`src/rtl/symfix_pkg.sv`:
```
package symfix_pkg;

   localparam int BYTE_W = 8;

   typedef enum logic [2:0] {
      ST_IDLE,
      ST_CHECK,
      ST_RD,
      ST_WR,
      ST_DONE
   } seq_state_t;

endpackage

```
`src/rtl/symfix_map.sv`:
```
module symfix_map #(
   parameter int POS_W   = 12,
   parameter int SYM_W   = 12,
   parameter int ADDR_W  = 12,
   parameter int MAX_SYM = 1374
) (
   input  logic [POS_W-1:0]  pos_i,
   input  logic [SYM_W-1:0]  pat_i,
   output logic [ADDR_W-1:0] addr0_o,
   output logic [7:0]        mask0_o,
   output logic [ADDR_W-1:0] addr1_o,
   output logic [7:0]        mask1_o,
   output logic              pair_o,
   output logic              ok_o
);

   localparam logic [POS_W-1:0] LIMIT = POS_W'(MAX_SYM);

   logic [POS_W+1:0] trip;
   logic [POS_W:0]   half;
   logic [POS_W:0]   half_m1;
   logic             is_zero;

   // Byte offset of a symbol is floor(3p/2); spare bytes continue the numbering.
   assign trip    = {2'b00, pos_i} + {1'b0, pos_i, 1'b0};
   assign half    = (POS_W+1)'(trip >> 1);
   assign half_m1 = half - {{POS_W{1'b0}}, 1'b1};
   assign is_zero = (pos_i == '0);

   always_comb begin
      addr0_o = '0;
      mask0_o = pat_i[7:0];
      addr1_o = '0;
      mask1_o = '0;
      pair_o  = 1'b0;
      if (!is_zero) begin
         pair_o = 1'b1;
         if (pos_i[0]) begin
            addr0_o = ADDR_W'(half);
            mask0_o = pat_i[SYM_W-1 -: 8];
            addr1_o = ADDR_W'(half) + ADDR_W'(1);
            mask1_o = {pat_i[3:0], 4'h0};
         end else begin
            addr0_o = ADDR_W'(half_m1);
            mask0_o = {4'h0, pat_i[SYM_W-1 -: 4]};
            addr1_o = ADDR_W'(half);
            mask1_o = pat_i[7:0];
         end
      end
   end

   assign ok_o = (pos_i <= LIMIT) && (!is_zero || (pat_i[SYM_W-1:8] == '0));

endmodule

```
`src/rtl/symfix_screen.sv`:
```
module symfix_screen #(
   parameter int MAX_ERR = 4,
   parameter int CNT_W   = 4
) (
   input  logic [MAX_ERR-1:0] ok_i,
   input  logic [CNT_W-1:0]   cnt_i,
   output logic               bad_o
);

   logic [MAX_ERR-1:0] active;

   for (genvar i = 0; i < MAX_ERR; i++) begin : g_act
      assign active[i] = (cnt_i > CNT_W'(i));
   end

   assign bad_o = (cnt_i > CNT_W'(MAX_ERR)) || (|(active & ~ok_i));

endmodule

```
`src/rtl/symfix_seq.sv`:
```
module symfix_seq
   import symfix_pkg::*;
#(
   parameter int MAX_ERR = 4,
   parameter int POS_W   = 12,
   parameter int SYM_W   = 12,
   parameter int ADDR_W  = 12,
   parameter int CNT_W   = 4,
   parameter int IDX_W   = 2
) (
   input  logic                      clk,
   input  logic                      rst,
   input  logic                      start_i,
   input  logic [CNT_W-1:0]          cnt_i,
   input  logic [MAX_ERR*POS_W-1:0]  pos_i,
   input  logic [MAX_ERR*SYM_W-1:0]  pat_i,
   output logic [MAX_ERR*POS_W-1:0]  lat_pos_o,
   output logic [MAX_ERR*SYM_W-1:0]  lat_pat_o,
   output logic [CNT_W-1:0]          lat_cnt_o,
   input  logic [MAX_ERR*ADDR_W-1:0] m_addr0_i,
   input  logic [MAX_ERR*8-1:0]      m_mask0_i,
   input  logic [MAX_ERR*ADDR_W-1:0] m_addr1_i,
   input  logic [MAX_ERR*8-1:0]      m_mask1_i,
   input  logic [MAX_ERR-1:0]        m_pair_i,
   input  logic                      bad_i,
   input  logic [7:0]                rdata_i,
   output logic [ADDR_W-1:0]         buf_addr_o,
   output logic                      rd_o,
   output logic                      wr_o,
   output logic [7:0]                wdata_o,
   output logic                      done_o,
   output logic                      fail_o,
   output logic [CNT_W-1:0]          count_o
);

   seq_state_t       state_q;
   logic [IDX_W-1:0] idx_q;
   logic             part_q;
   logic [CNT_W-1:0] cnt_q;
   logic [CNT_W-1:0] idx_ext;
   logic             last_err;
   logic             cur_pair;
   logic [7:0]       cur_mask;

   assign lat_cnt_o = cnt_q;
   assign idx_ext   = CNT_W'(idx_q);
   assign last_err  = ((idx_ext + CNT_W'(1)) == cnt_q);
   assign cur_pair  = m_pair_i[idx_q];
   assign cur_mask  = part_q ? m_mask1_i[idx_q*8 +: 8] : m_mask0_i[idx_q*8 +: 8];

   always_ff @(posedge clk) begin
      if (rst) begin
         state_q   <= ST_IDLE;
         idx_q     <= '0;
         part_q    <= 1'b0;
         cnt_q     <= '0;
         lat_pos_o <= '0;
         lat_pat_o <= '0;
         fail_o    <= 1'b0;
         count_o   <= '0;
      end else begin
         unique case (state_q)
            ST_IDLE: begin
               if (start_i) begin
                  lat_pos_o <= pos_i;
                  lat_pat_o <= pat_i;
                  cnt_q     <= cnt_i;
                  state_q   <= ST_CHECK;
               end
            end
            ST_CHECK: begin
               idx_q  <= '0;
               part_q <= 1'b0;
               if (bad_i) begin
                  fail_o  <= 1'b1;
                  count_o <= '0;
                  state_q <= ST_DONE;
               end else if (cnt_q == '0) begin
                  fail_o  <= 1'b0;
                  count_o <= '0;
                  state_q <= ST_DONE;
               end else begin
                  state_q <= ST_RD;
               end
            end
            ST_RD: state_q <= ST_WR;
            ST_WR: begin
               if (!part_q && cur_pair) begin
                  part_q  <= 1'b1;
                  state_q <= ST_RD;
               end else if (last_err) begin
                  fail_o  <= 1'b0;
                  count_o <= cnt_q;
                  state_q <= ST_DONE;
               end else begin
                  idx_q   <= idx_q + IDX_W'(1);
                  part_q  <= 1'b0;
                  state_q <= ST_RD;
               end
            end
            ST_DONE: state_q <= ST_IDLE;
            default: state_q <= ST_IDLE;
         endcase
      end
   end

   assign rd_o       = (state_q == ST_RD);
   assign wr_o       = (state_q == ST_WR);
   assign done_o     = (state_q == ST_DONE);
   assign buf_addr_o = part_q ? m_addr1_i[idx_q*ADDR_W +: ADDR_W]
                              : m_addr0_i[idx_q*ADDR_W +: ADDR_W];
   assign wdata_o    = rdata_i ^ cur_mask;

   // a read is always followed by its write to the same byte
   a_r10_read_then_write: assert property (@(posedge clk) disable iff (rst)
      rd_o |=> (wr_o && $stable(buf_addr_o)));

   // no write without the read in the cycle before
   a_r10_write_after_read: assert property (@(posedge clk) disable iff (rst)
      wr_o |-> $past(rd_o));

   // done lasts exactly one cycle
   a_r11_done_single: assert property (@(posedge clk) disable iff (rst)
      done_o |=> !done_o);

   // a failing job ends without having written
   a_r12_fail_quiet: assert property (@(posedge clk) disable iff (rst)
      (done_o && fail_o) |-> !$past(wr_o));

endmodule

```
`src/rtl/symfix_apply.sv`:
```
module symfix_apply #(
   parameter int DATA_BYTES  = 2048,
   parameter int SPARE_BYTES = 64,
   parameter int SYM_W       = 12,
   parameter int MAX_ERR     = 4,
   parameter int MAX_SYM     = 1374,
   localparam int BUF_BYTES  = DATA_BYTES + SPARE_BYTES,
   localparam int ADDR_W     = $clog2(BUF_BYTES),
   localparam int POS_W      = $clog2(MAX_SYM + 1) + 1,
   localparam int CNT_W      = $clog2(MAX_ERR + 1) + 1,
   localparam int IDX_W      = (MAX_ERR > 1) ? $clog2(MAX_ERR) : 1
) (
   input  logic                     clk,
   input  logic                     rst,
   input  logic                     start_i,
   input  logic [CNT_W-1:0]         err_cnt_i,
   input  logic [MAX_ERR*POS_W-1:0] err_pos_i,
   input  logic [MAX_ERR*SYM_W-1:0] err_pat_i,
   input  logic [7:0]               buf_rdata_i,
   output logic [ADDR_W-1:0]        buf_addr_o,
   output logic                     buf_rd_o,
   output logic                     buf_wr_o,
   output logic [7:0]               buf_wdata_o,
   output logic                     done_o,
   output logic                     fail_o,
   output logic [CNT_W-1:0]         count_o
);

   if (SYM_W != 12) begin : g_err_sym
      $error("symfix_apply: the packing rule needs 12-bit symbols");
   end
   if ((MAX_SYM * 3) / 2 + 1 >= BUF_BYTES) begin : g_err_range
      $error("symfix_apply: highest symbol exceeds the buffer");
   end
   if (ADDR_W > POS_W + 1) begin : g_err_addr
      $error("symfix_apply: address wider than the mapped offset");
   end

   logic [MAX_ERR*POS_W-1:0]  lat_pos;
   logic [MAX_ERR*SYM_W-1:0]  lat_pat;
   logic [CNT_W-1:0]          lat_cnt;
   logic [MAX_ERR*ADDR_W-1:0] m_addr0;
   logic [MAX_ERR*ADDR_W-1:0] m_addr1;
   logic [MAX_ERR*8-1:0]      m_mask0;
   logic [MAX_ERR*8-1:0]      m_mask1;
   logic [MAX_ERR-1:0]        m_pair;
   logic [MAX_ERR-1:0]        m_ok;
   logic                      list_bad;

   for (genvar i = 0; i < MAX_ERR; i++) begin : g_map
      symfix_map #(
         .POS_W  (POS_W),
         .SYM_W  (SYM_W),
         .ADDR_W (ADDR_W),
         .MAX_SYM(MAX_SYM)
      ) u_map (
         .pos_i  (lat_pos[i*POS_W +: POS_W]),
         .pat_i  (lat_pat[i*SYM_W +: SYM_W]),
         .addr0_o(m_addr0[i*ADDR_W +: ADDR_W]),
         .mask0_o(m_mask0[i*8 +: 8]),
         .addr1_o(m_addr1[i*ADDR_W +: ADDR_W]),
         .mask1_o(m_mask1[i*8 +: 8]),
         .pair_o (m_pair[i]),
         .ok_o   (m_ok[i])
      );
   end

   symfix_screen #(
      .MAX_ERR(MAX_ERR),
      .CNT_W  (CNT_W)
   ) u_screen (
      .ok_i (m_ok),
      .cnt_i(lat_cnt),
      .bad_o(list_bad)
   );

   symfix_seq #(
      .MAX_ERR(MAX_ERR),
      .POS_W  (POS_W),
      .SYM_W  (SYM_W),
      .ADDR_W (ADDR_W),
      .CNT_W  (CNT_W),
      .IDX_W  (IDX_W)
   ) u_seq (
      .clk       (clk),
      .rst       (rst),
      .start_i   (start_i),
      .cnt_i     (err_cnt_i),
      .pos_i     (err_pos_i),
      .pat_i     (err_pat_i),
      .lat_pos_o (lat_pos),
      .lat_pat_o (lat_pat),
      .lat_cnt_o (lat_cnt),
      .m_addr0_i (m_addr0),
      .m_mask0_i (m_mask0),
      .m_addr1_i (m_addr1),
      .m_mask1_i (m_mask1),
      .m_pair_i  (m_pair),
      .bad_i     (list_bad),
      .rdata_i   (buf_rdata_i),
      .buf_addr_o(buf_addr_o),
      .rd_o      (buf_rd_o),
      .wr_o      (buf_wr_o),
      .wdata_o   (buf_wdata_o),
      .done_o    (done_o),
      .fail_o    (fail_o),
      .count_o   (count_o)
   );

   // every access stays inside data plus spare bytes
   a_r6_addr_in_buffer: assert property (@(posedge clk) disable iff (rst)
      (buf_rd_o || buf_wr_o) |-> ({1'b0, buf_addr_o} < (ADDR_W+1)'(BUF_BYTES)));

endmodule

```
`config.mk`:
```
export PLATFORM = sky130hd
export DESIGN_NAME = symfix_apply
export DESIGN_NICKNAME = d
export VERILOG_FILES = /design/src/rtl/symfix_pkg.sv /design/src/rtl/symfix_map.sv /design/src/rtl/symfix_screen.sv /design/src/rtl/symfix_seq.sv /design/src/rtl/symfix_apply.sv
export SDC_FILE = /design/constraint.sdc
export NUM_CORES = 1
export LEC_CHECK = 0
export ABC_AREA = 1
export CAP_MARGIN = 5
export CORE_MARGIN = 2
export CORE_UTILIZATION = 53
export CTS_CLUSTER_SIZE = 40
export DETAILED_ROUTE_END_ITERATION = 8
export PLACE_DENSITY = 0.76
export SLEW_MARGIN = 20
export SYNTH_ARGS = -nofsm -noshare
export SYNTH_HDL_FRONTEND = slang
export SYNTH_SLANG_ARGS = --single-unit
```
`constraint.sdc`:
```
create_clock -name clk -period 4.6 [get_ports clk]
set_input_delay 0.92 -clock clk [delete_from_list [all_inputs] [get_ports clk]]
set_output_delay 0.92 -clock clk [all_outputs]
set_load 0.05 [all_outputs]
```
# Yosys cells after proc, flatten, opt, wreduce, memory -nomap -nowiden
# Index checks and enable logic that the tools add are counted.
# word_totals
output_inout_bits	28
input_bits	111
wordCells	144
ff_bits	111
# classes
mux	62
n_eq_ne	11
n_bitwise	3
n_shift	4
mul	1
n_addsub	14
order_cmp	10
n_reduce_logical	31
# op_table
operator	count
12-bit two-way mux	17
8-bit two-way mux	17
48-bit by 7-bit indexed part select with 12-bit output	2
32-bit by 6-bit indexed part select with 8-bit output	2
12-bit by 13-bit adder with 13-bit output	4
12-bit by 1-bit adder with 12-bit output, second input constant	4
12-bit by 11-bit <= comparator with 1-bit output, second input constant	4
12-bit logical NOT	4
12-bit by 1-bit subtractor with 12-bit output, second input constant	4
4-bit logical NOT	5
4-bit two-way mux	4
3-bit two-way mux	5
3-bit case mux with 4 select lines	1
1-bit two-way mux	11
4-bit by 1-bit greater-than comparator with 1-bit output, second input constant	2
4-bit by 2-bit greater-than comparator with 1-bit output, second input constant	2
4-bit case mux with 2 select lines	1
8-bit bitwise XOR	1
3-bit by 2-bit == test with 1-bit output, second input constant	2
2-bit inequality test, second input constant	3
1-bit logical AND	5
1-bit logical NOT	5
1-bit logical OR	5
4-bit AND	1
22 further kinds	25

# Depth between registers and ports, before layout
# Gate-level depths: netlist (run 1).
# depth
depth_word	10
mapped_depth	20

# Cells and area by module
# From an unflattened synthesis (run 1), not the netlist that was laid out.
# hier_totals
cells_unflattened	2270
area_unflattened_um2	12939.9
# by_module_without_submodules
mod	n_inst	seq_area_each_um2	area_per_inst_um2	cells_each
symfix_seq	1	2222.1	5694.2	843
symfix_map (g_map[0].u_map ...)	3	0.0	1778.0	351
symfix_map (g_map[1].u_map)	1	0.0	1855.5	360
symfix_screen	1	0.0	56.3	14

# Worst setup path after synthesis (run 1)
# No wires, ideal clock.
# synth_path
path_kind	register -> output
from	reg u_seq.lat_pos_o[24]
to	out buf_addr_o[4]
setup_slack_ns	0.808
path_stages_with_launch	13
required_time_ns	3.680
arrival_time_ns	2.872
path_buffers	2
path_cell_list	dfxtp_1 > clkbuf_1 > inv_1 > clkbuf_1 > ha_1 > inv_1 > ha_1 > nand3_1 > nor2_2 > o21ai_0 > or2_2 > nand3_1 > a32oi_1
# synth_between
elab_chain_cells	6
word_cells_on_any_way	11
# synth_lines
element	line_no	text
start, declared	symfix_seq.sv:17	output logic [MAX_ERR*POS_W-1:0] lat_pos_o,
start signal, assigned	symfix_seq.sv:65	lat_pos_o <= pos_i;
12-bit by 13-bit adder with 13-bit output	symfix_map.sv:25	assign trip = {2'b00, pos_i} + {1'b0, pos_i, 1'b0};
12-bit by 1-bit subtractor with 12-bit output or 12-bit by 1-bit adder with 12-bit output (tied branches)	symfix_map.sv:27, symfix_map.sv:41	
12-bit two-way mux	symfix_map.sv:38	if (pos_i[0]) begin
12-bit two-way mux	symfix_map.sv:36	if (!is_zero) begin
48-bit by 7-bit indexed part select with 12-bit output (on tied branches)	symfix_seq.sv:111, symfix_seq.sv:110	
12-bit two-way mux (*)	symfix_seq.sv:110	assign buf_addr_o = part_q ? m_addr1_i[idx_q*ADDR_W +: ADDR_W]
end, declared	symfix_apply.sv:20	output logic [ADDR_W-1:0] buf_addr_o,
# Every way passes the cells marked *; elsewhere a longest branch is shown, timed or not.

# Worst setup path in the final report (run 1)
# layout_path
from	reg u_seq.lat_pos_o[1]
to	out buf_addr_o[6]
# Same word-level chain as after synthesis.

==> impl_metrics.ini, run 1 <==
[run_status]
run_status = completed

[clocking]
tritoncts = done
worst_skew_pair.late_latency_ps = 380
buffer_levels_on_the_longest_clock_path = 2
cts.reportedPaths.clkPinSlew_ps = 100
clkSinkCount = 111
cts.hold.buffers_added = 0
cts_setup_buffers = 0
cts_inserted_buffers = 9
cts_root_buffer = clkbuf_16
htree_num_levels = 3
post_cts.resized_instances = 0

[synth]
synth-seq-area-share_pct = 19.1
number_of_synthesized_flops_with_an_enable_pin = 0
mappedNetlistNets = 2152
syn-instance-count = 1936
syn-cell-area_sq_um = 11600
synth.yosys.warnings = 0
yosys_register_bits = 111
synthArstFlopShare_pct = 0
synth.avg_cell_area_sq_um = 6.00
yosys_most_used_dff = dfxtp_1
synth_cell_types = 53

[timing]
finalClockSkew_ps = 12.4
tightestPinTransition_ps = 957
setup-tns-final_ps = 0
setup_viol = 0
post-route-min-period_ps = 4200
max-slew-margin-rel_pct = 36.0
period_share_pct = 91.4
final-max-slew-violation-count = 0
setup_slack_ps = 396
clock.fmax_mhz = 238
rsz0062_at_grt = false
final_hold_viol_count = 0

[floorplan]
placeableCoreArea_sq_um = 21700
fp.dieArea_sq_um = 23100
die_height_microns = 152
floorplan.initialDensity_pct = 53.6
io_pins = 139
die_w_microns = 152
fp-row-count = 54

[critical_path]
worstPathRequired_ps = 3680
cpLargestDelayFamily = simple AND/OR/NAND/NOR gates
cp_endpoint_kind = output pin
timing_worst_setup_path_type = reg -> out
cp_common_cell = nand2_1
worst_path_largest_cell_delay_ps = 520
critical_path_launch_point = u_seq.lat_pos_o[1]
critical_path.slowest_cell = fa_1
crit_path_max_fanout = 6
timing.critical_path.buf_inv = 2
r2r-start = u_seq.lat_pos_o[47]
worst_setup_sp_type = flop
critical_path.cell_chain = ha_1, fa_1, inv_1, ha_1, nand2_1, nor2_1, nand2_1, nor3_1, o21ai_1, or2_2, nand3_1, nand2_1, nand2_1, nand2_1, buf_12
worstPathArrival_ps = 3280

[layout]
nNetsFinal = 2252
post_route_cells_drive_above_1_share_pct = 7.25
flow.area_growth_from_synthesis_pct = 18.9
fin_cells = 2321
final_cell_mix = 491 x nand2_1, 232 x inv_1, 203 x nand3_1
num_antenna_cells = 0
post-route-util_pct = 63.7
layout_commonest_cell = nand2_1

[detailed_routing]
post-route-drc-count = 0
drt_first_pass_iters = 6
detailedRoute.firstIterationViolations = 1130
post_drt_wl_per_cell_microns = 15.2
drt-total-wl_microns = 35200
avgViaCountPerCell = 5.58
antenna_violating_nets_post_route = 0
vias = 13000

[power_and_ir_drop]
power_per_cell_area_nw_per_um2 = 342
leakage_uw = 0.00631
power.ir.vdd_worst_v = 0.000247
totalPowerFinal_uw = 4720

[place]
routability_driven_placement_congestion_ratio = 0.987
place_hpwl_microns = 27800
place_ws_ps = 698
port_buffers = 138
numPlacedInstances = 2305

[global_route]
grt_max_degree = 80
grt_first_pass_wirelength_microns = 57600
grt_antenna_before_repair = 0
grt_pass1_vias = 11700
global_route.usage.total_pct = 29.7
globalRoute.totalOverflow = 0

[min_path]
holdCritPathClass = reg -> reg
hp-start = u_seq.count_o[3]

[job]
cap_viol_max_count = 0
==> cell families after synthesis <==
family          after synthesis  synth area share (%)
buf+inv                     319                  10.5
xor+xnor                     24                  2.00
simple gates                936                  36.0
fa+ha+maj                   105                  11.6
flops                       111                  19.1
compound gates              441                  20.8
==> worst register-to-register path: stages (launching register included) <==
cell and delay (ps):
dfxtp_1 400, inv_1 110, ha_1 190, nand2_1 110, nor2_1 130, nor2_1 740, o21ai_1 190, o21ai_1 320
nand3_1 230, nand2_1 130, nor2_1 50, nand2_1 130, nand2_1 80, nand2_1 70, nor2_1 40
==> power by group <==
part           total [uW]  internal, uW  leakage [uW]  switching (uW)
Sequential           1190          1080      0.000919             111
Combinational        2640           982       0.00523            1660
Clock                 893           406      0.000156             487
==> path summary, 6_finish.rpt <==
kind | end | slack (ps) | depth (start not counted)
min reg2reg | u_seq.count_o[3] | 440 | 2
max reg2reg | u_seq.fail_o | 1590 | 14
min | u_seq.count_o[3] | 440 | 2
max | buf_addr_o[6] | 400 | 15
==> metal layers <==
metal | share of wire, % | global-route usage [%]
met1 | 47 | 42.0
met2 | 43 | 46.7
met3 | 6.3 | 3.76
met4 | 3.1 | 10.1
met5 | 0 | 0
==> flip-flops by register name, indices dropped and copies added (netlist names) <==
name	count
u_seq.idx_q	2
u_seq.lat_pos_o	48
u_seq.lat_cnt_o	4
u_seq.fail_o	1
u_seq.state_q	3
u_seq.lat_pat_o	48
u_seq.part_q	1
u_seq.count_o	4
==> per-stage QoR <==
| stage | instance area, sq um | hold WS (ps) |
|---|---|---|
| floorplan | 11600 | 434 |
| global placement | 13500 | 429 |
| detailed placement | 13500 | 430 |
| CTS | 13800 | 446 |
| global route | 13800 | 486 |
| finish | 13800 | 444 |
==> synthesized netlist by cell type (all sizes together) (2+ instances only) <==
master,instances,area (sq um)
nand3b,10,75.1
nand2,520,2040
a21boi,3,22.5
fa,4,80.1
o211ai,26,195
nand4,19,125
buf,15,75.1
xor2,16,148
a221oi,2,17.5
nor4,3,18.8
inv,242,908
o22ai,8,50.1
a31oi,7,43.8
o21ai,184,925
nand3,218,1160
o21a,3,22.5
a32oi,3,26.3
o311ai,5,43.8
xnor2,8,85.1
nor2,146,636
clkinv,4,15.0
a21oi,178,891
o221ai,11,96.3
ha,101,1260
or2,9,58.8
a22oi,2,15.0
a211oi,4,30.0
clkbuf,58,218
o21bai,2,15.0
nor3,9,50.1
dfxtp,111,2220
==> layout make-up <==
class | count | area, sq um
clock buffers | 9 | 225
clock inverters | 7 | 98.8
fillers | 2111 | 7870
inverters | 246 | 923
multi-input cells | 1506 | 8190
flip-flops and latches | 111 | 2220
well taps | 280 | 350
repair buffers | 162 | 1800
No activity file was read; power rests on OpenSTA's default activity.
==> run 2, diff against run 1 <==
ABC_CLOCK_PERIOD_IN_PS = 4600   (was default)
SETUP_SLACK_MARGIN = 0.15   (was default)
==> run 2 against run 1 <==
Net effect: largest power group unchanged; first-iteration DRC count is 7.7% lower; sequential cell count unchanged; clock skew shrank 1.6 ps; wire length is 0.17% lower; design area about the same; global-route usage did not move.
==> impl_metrics.ini, run 2 (synthesized netlist as in run 1, its figures left out) <==
[timing]
max-slew-margin-rel_pct = 43.5
finalClockSkew_ps = 10.8
rsz0062_at_grt = true
final_hold_viol_count = 0
clock.fmax_mhz = 237
tightestPinTransition_ps = 837
post-route-min-period_ps = 4210
final-max-slew-violation-count = 0
period_share_pct = 91.6
setup-tns-final_ps = 0
setup_viol = 0

[clocking]
cts.reportedPaths.clkPinSlew_ps = 100
tritoncts = done
cts_inserted_buffers = 9
htree_num_levels = 3
worst_skew_pair.late_latency_ps = 370
clkSinkCount = 111
buffer_levels_on_the_longest_clock_path = 2
cts.hold.buffers_added = 0
cts_root_buffer = clkbuf_16

[critical_path]
cp_endpoint_kind = output pin
worst_setup_sp_type = flop
reg2reg_slack_ps = 1670
worstPathArrival_ps = 3290
worstPathRequired_ps = 3680
crit_path_max_fanout = 7
timing_worst_setup_path_type = reg -> out

[detailed_routing]
drt_first_pass_iters = 5
vias = 12900
post-route-drc-count = 0
avgViaCountPerCell = 5.55
detailedRoute.firstIterationViolations = 1043
drt-total-wl_microns = 35100
post_drt_wl_per_cell_microns = 15.1
antenna_violating_nets_post_route = 0

[layout]
flow.area_growth_from_synthesis_pct = 19.0
layout_commonest_cell = nand2_1
layout.cell_area.non_filler_sq_um = 13800
final_cell_mix = 491 x nand2_1, 232 x inv_1, 203 x nand3_1
num-fill-cells = 2108
nNetsFinal = 2252
biggestRegsByFlops = u_seq.lat_pat_o (48), u_seq.lat_pos_o (48)
num_antenna_cells = 0
post_route_cells_drive_above_1_share_pct = 7.45

[min_path]
holdCritPathClass = reg -> reg

[power_and_ir_drop]
leakage_uw = 0.00630
power_per_cell_area_nw_per_um2 = 341
power.ir.vdd_worst_v = 0.000246

[run_status]
run_status = completed

[floorplan]
io_pins = 139
die_w_microns = 152
fp-row-count = 54
fp.dieArea_sq_um = 23100
die_height_microns = 152
placeableCoreArea_sq_um = 21700
floorplan.initialDensity_pct = 53.6

[global_route]
global_route.usage.total_pct = 29.7
grt_max_degree = 80
globalRoute.totalOverflow = 0
grt_antenna_before_repair = 0
grt_first_pass_wirelength_microns = 57600
grt_pass1_vias = 11700

[place]
routability_driven_placement_congestion_ratio = 0.987
place_hpwl_microns = 27800
port_buffers = 138
placed_cell_area_sq_um = 13500

[job]
cap_viol_max_count = 0
run 2: worst paths after layout:
kind                                          start  cells past startpoint          endpoint
worst max register to register   u_seq.lat_pos_o[2]                     15      u_seq.fail_o
worst min register to register     u_seq.count_o[3]                      2  u_seq.count_o[3]
worst min-delay path               u_seq.count_o[3]                      2  u_seq.count_o[3]
worst max-delay path            u_seq.lat_pos_o[37]                     13     buf_addr_o[7]
run 2: power breakdown:
group          internal [uW]  switching (uW)
Sequential              1080             111
Combinational            983            1660
Clock                    406             485
Total                   2470            2250
run 2: cell type report:
cell class	count	area, sq um	area share (%)
tap	280	350	2.53
multi-input combinational	1506	8200	59.3
clock inverter	7	98.8	0.715
timing repair buffer	162	1800	13.0
clock buffer	9	225	1.63
sequential	111	2230	16.1
inverter	246	923	6.68
run 2: routing by layer:
layer  GRT usage [%]  up-vias  wire length (microns)
met1            42.0     5749                  16700
met2            46.7      460                  15100
li1                -     6614                      -
met3            3.76       60                   2270
met5               0        -                      0
met4            10.1        0                   1090
run 2: stage by stage:
stage	std cells	util [%]	total power [uW]	hold WS [ps]	setup slack, ps
2_1_floorplan	1936	-	2960	434	808
3_3_place_gp	2305	62.2	3790	429	789
3_5_place_dp	2305	62.2	3820	430	698
4_1_cts	2321	63.7	4720	446	247
5_1_grt	2321	63.7	5060	486	148
6_report	2321	63.7	4720	445	388
run 2: worst max-delay path, cell delays in order, from the launching register on:
cell and delay (ps):
dfxtp_1 380, ha_1 260, fa_1 500, xor2_2 370, nand3_2 100, nor2_1 170
nand3_2 150, o21ai_1 150, nand2_1 60, o21ai_0 340, o21ai_1 100, nand2_1 60
nand2_1 90, buf_12 170
run 2: what timing repair did:
| action | in CTS | in global routing |
|---|---|---|
| endpoints found under the hold margin | 0 | 0 |
| gates resized for setup | 0 | 6 |
| buffers inserted | 0 | 0 |
| endpoints found under the setup margin | 0 | 7 |
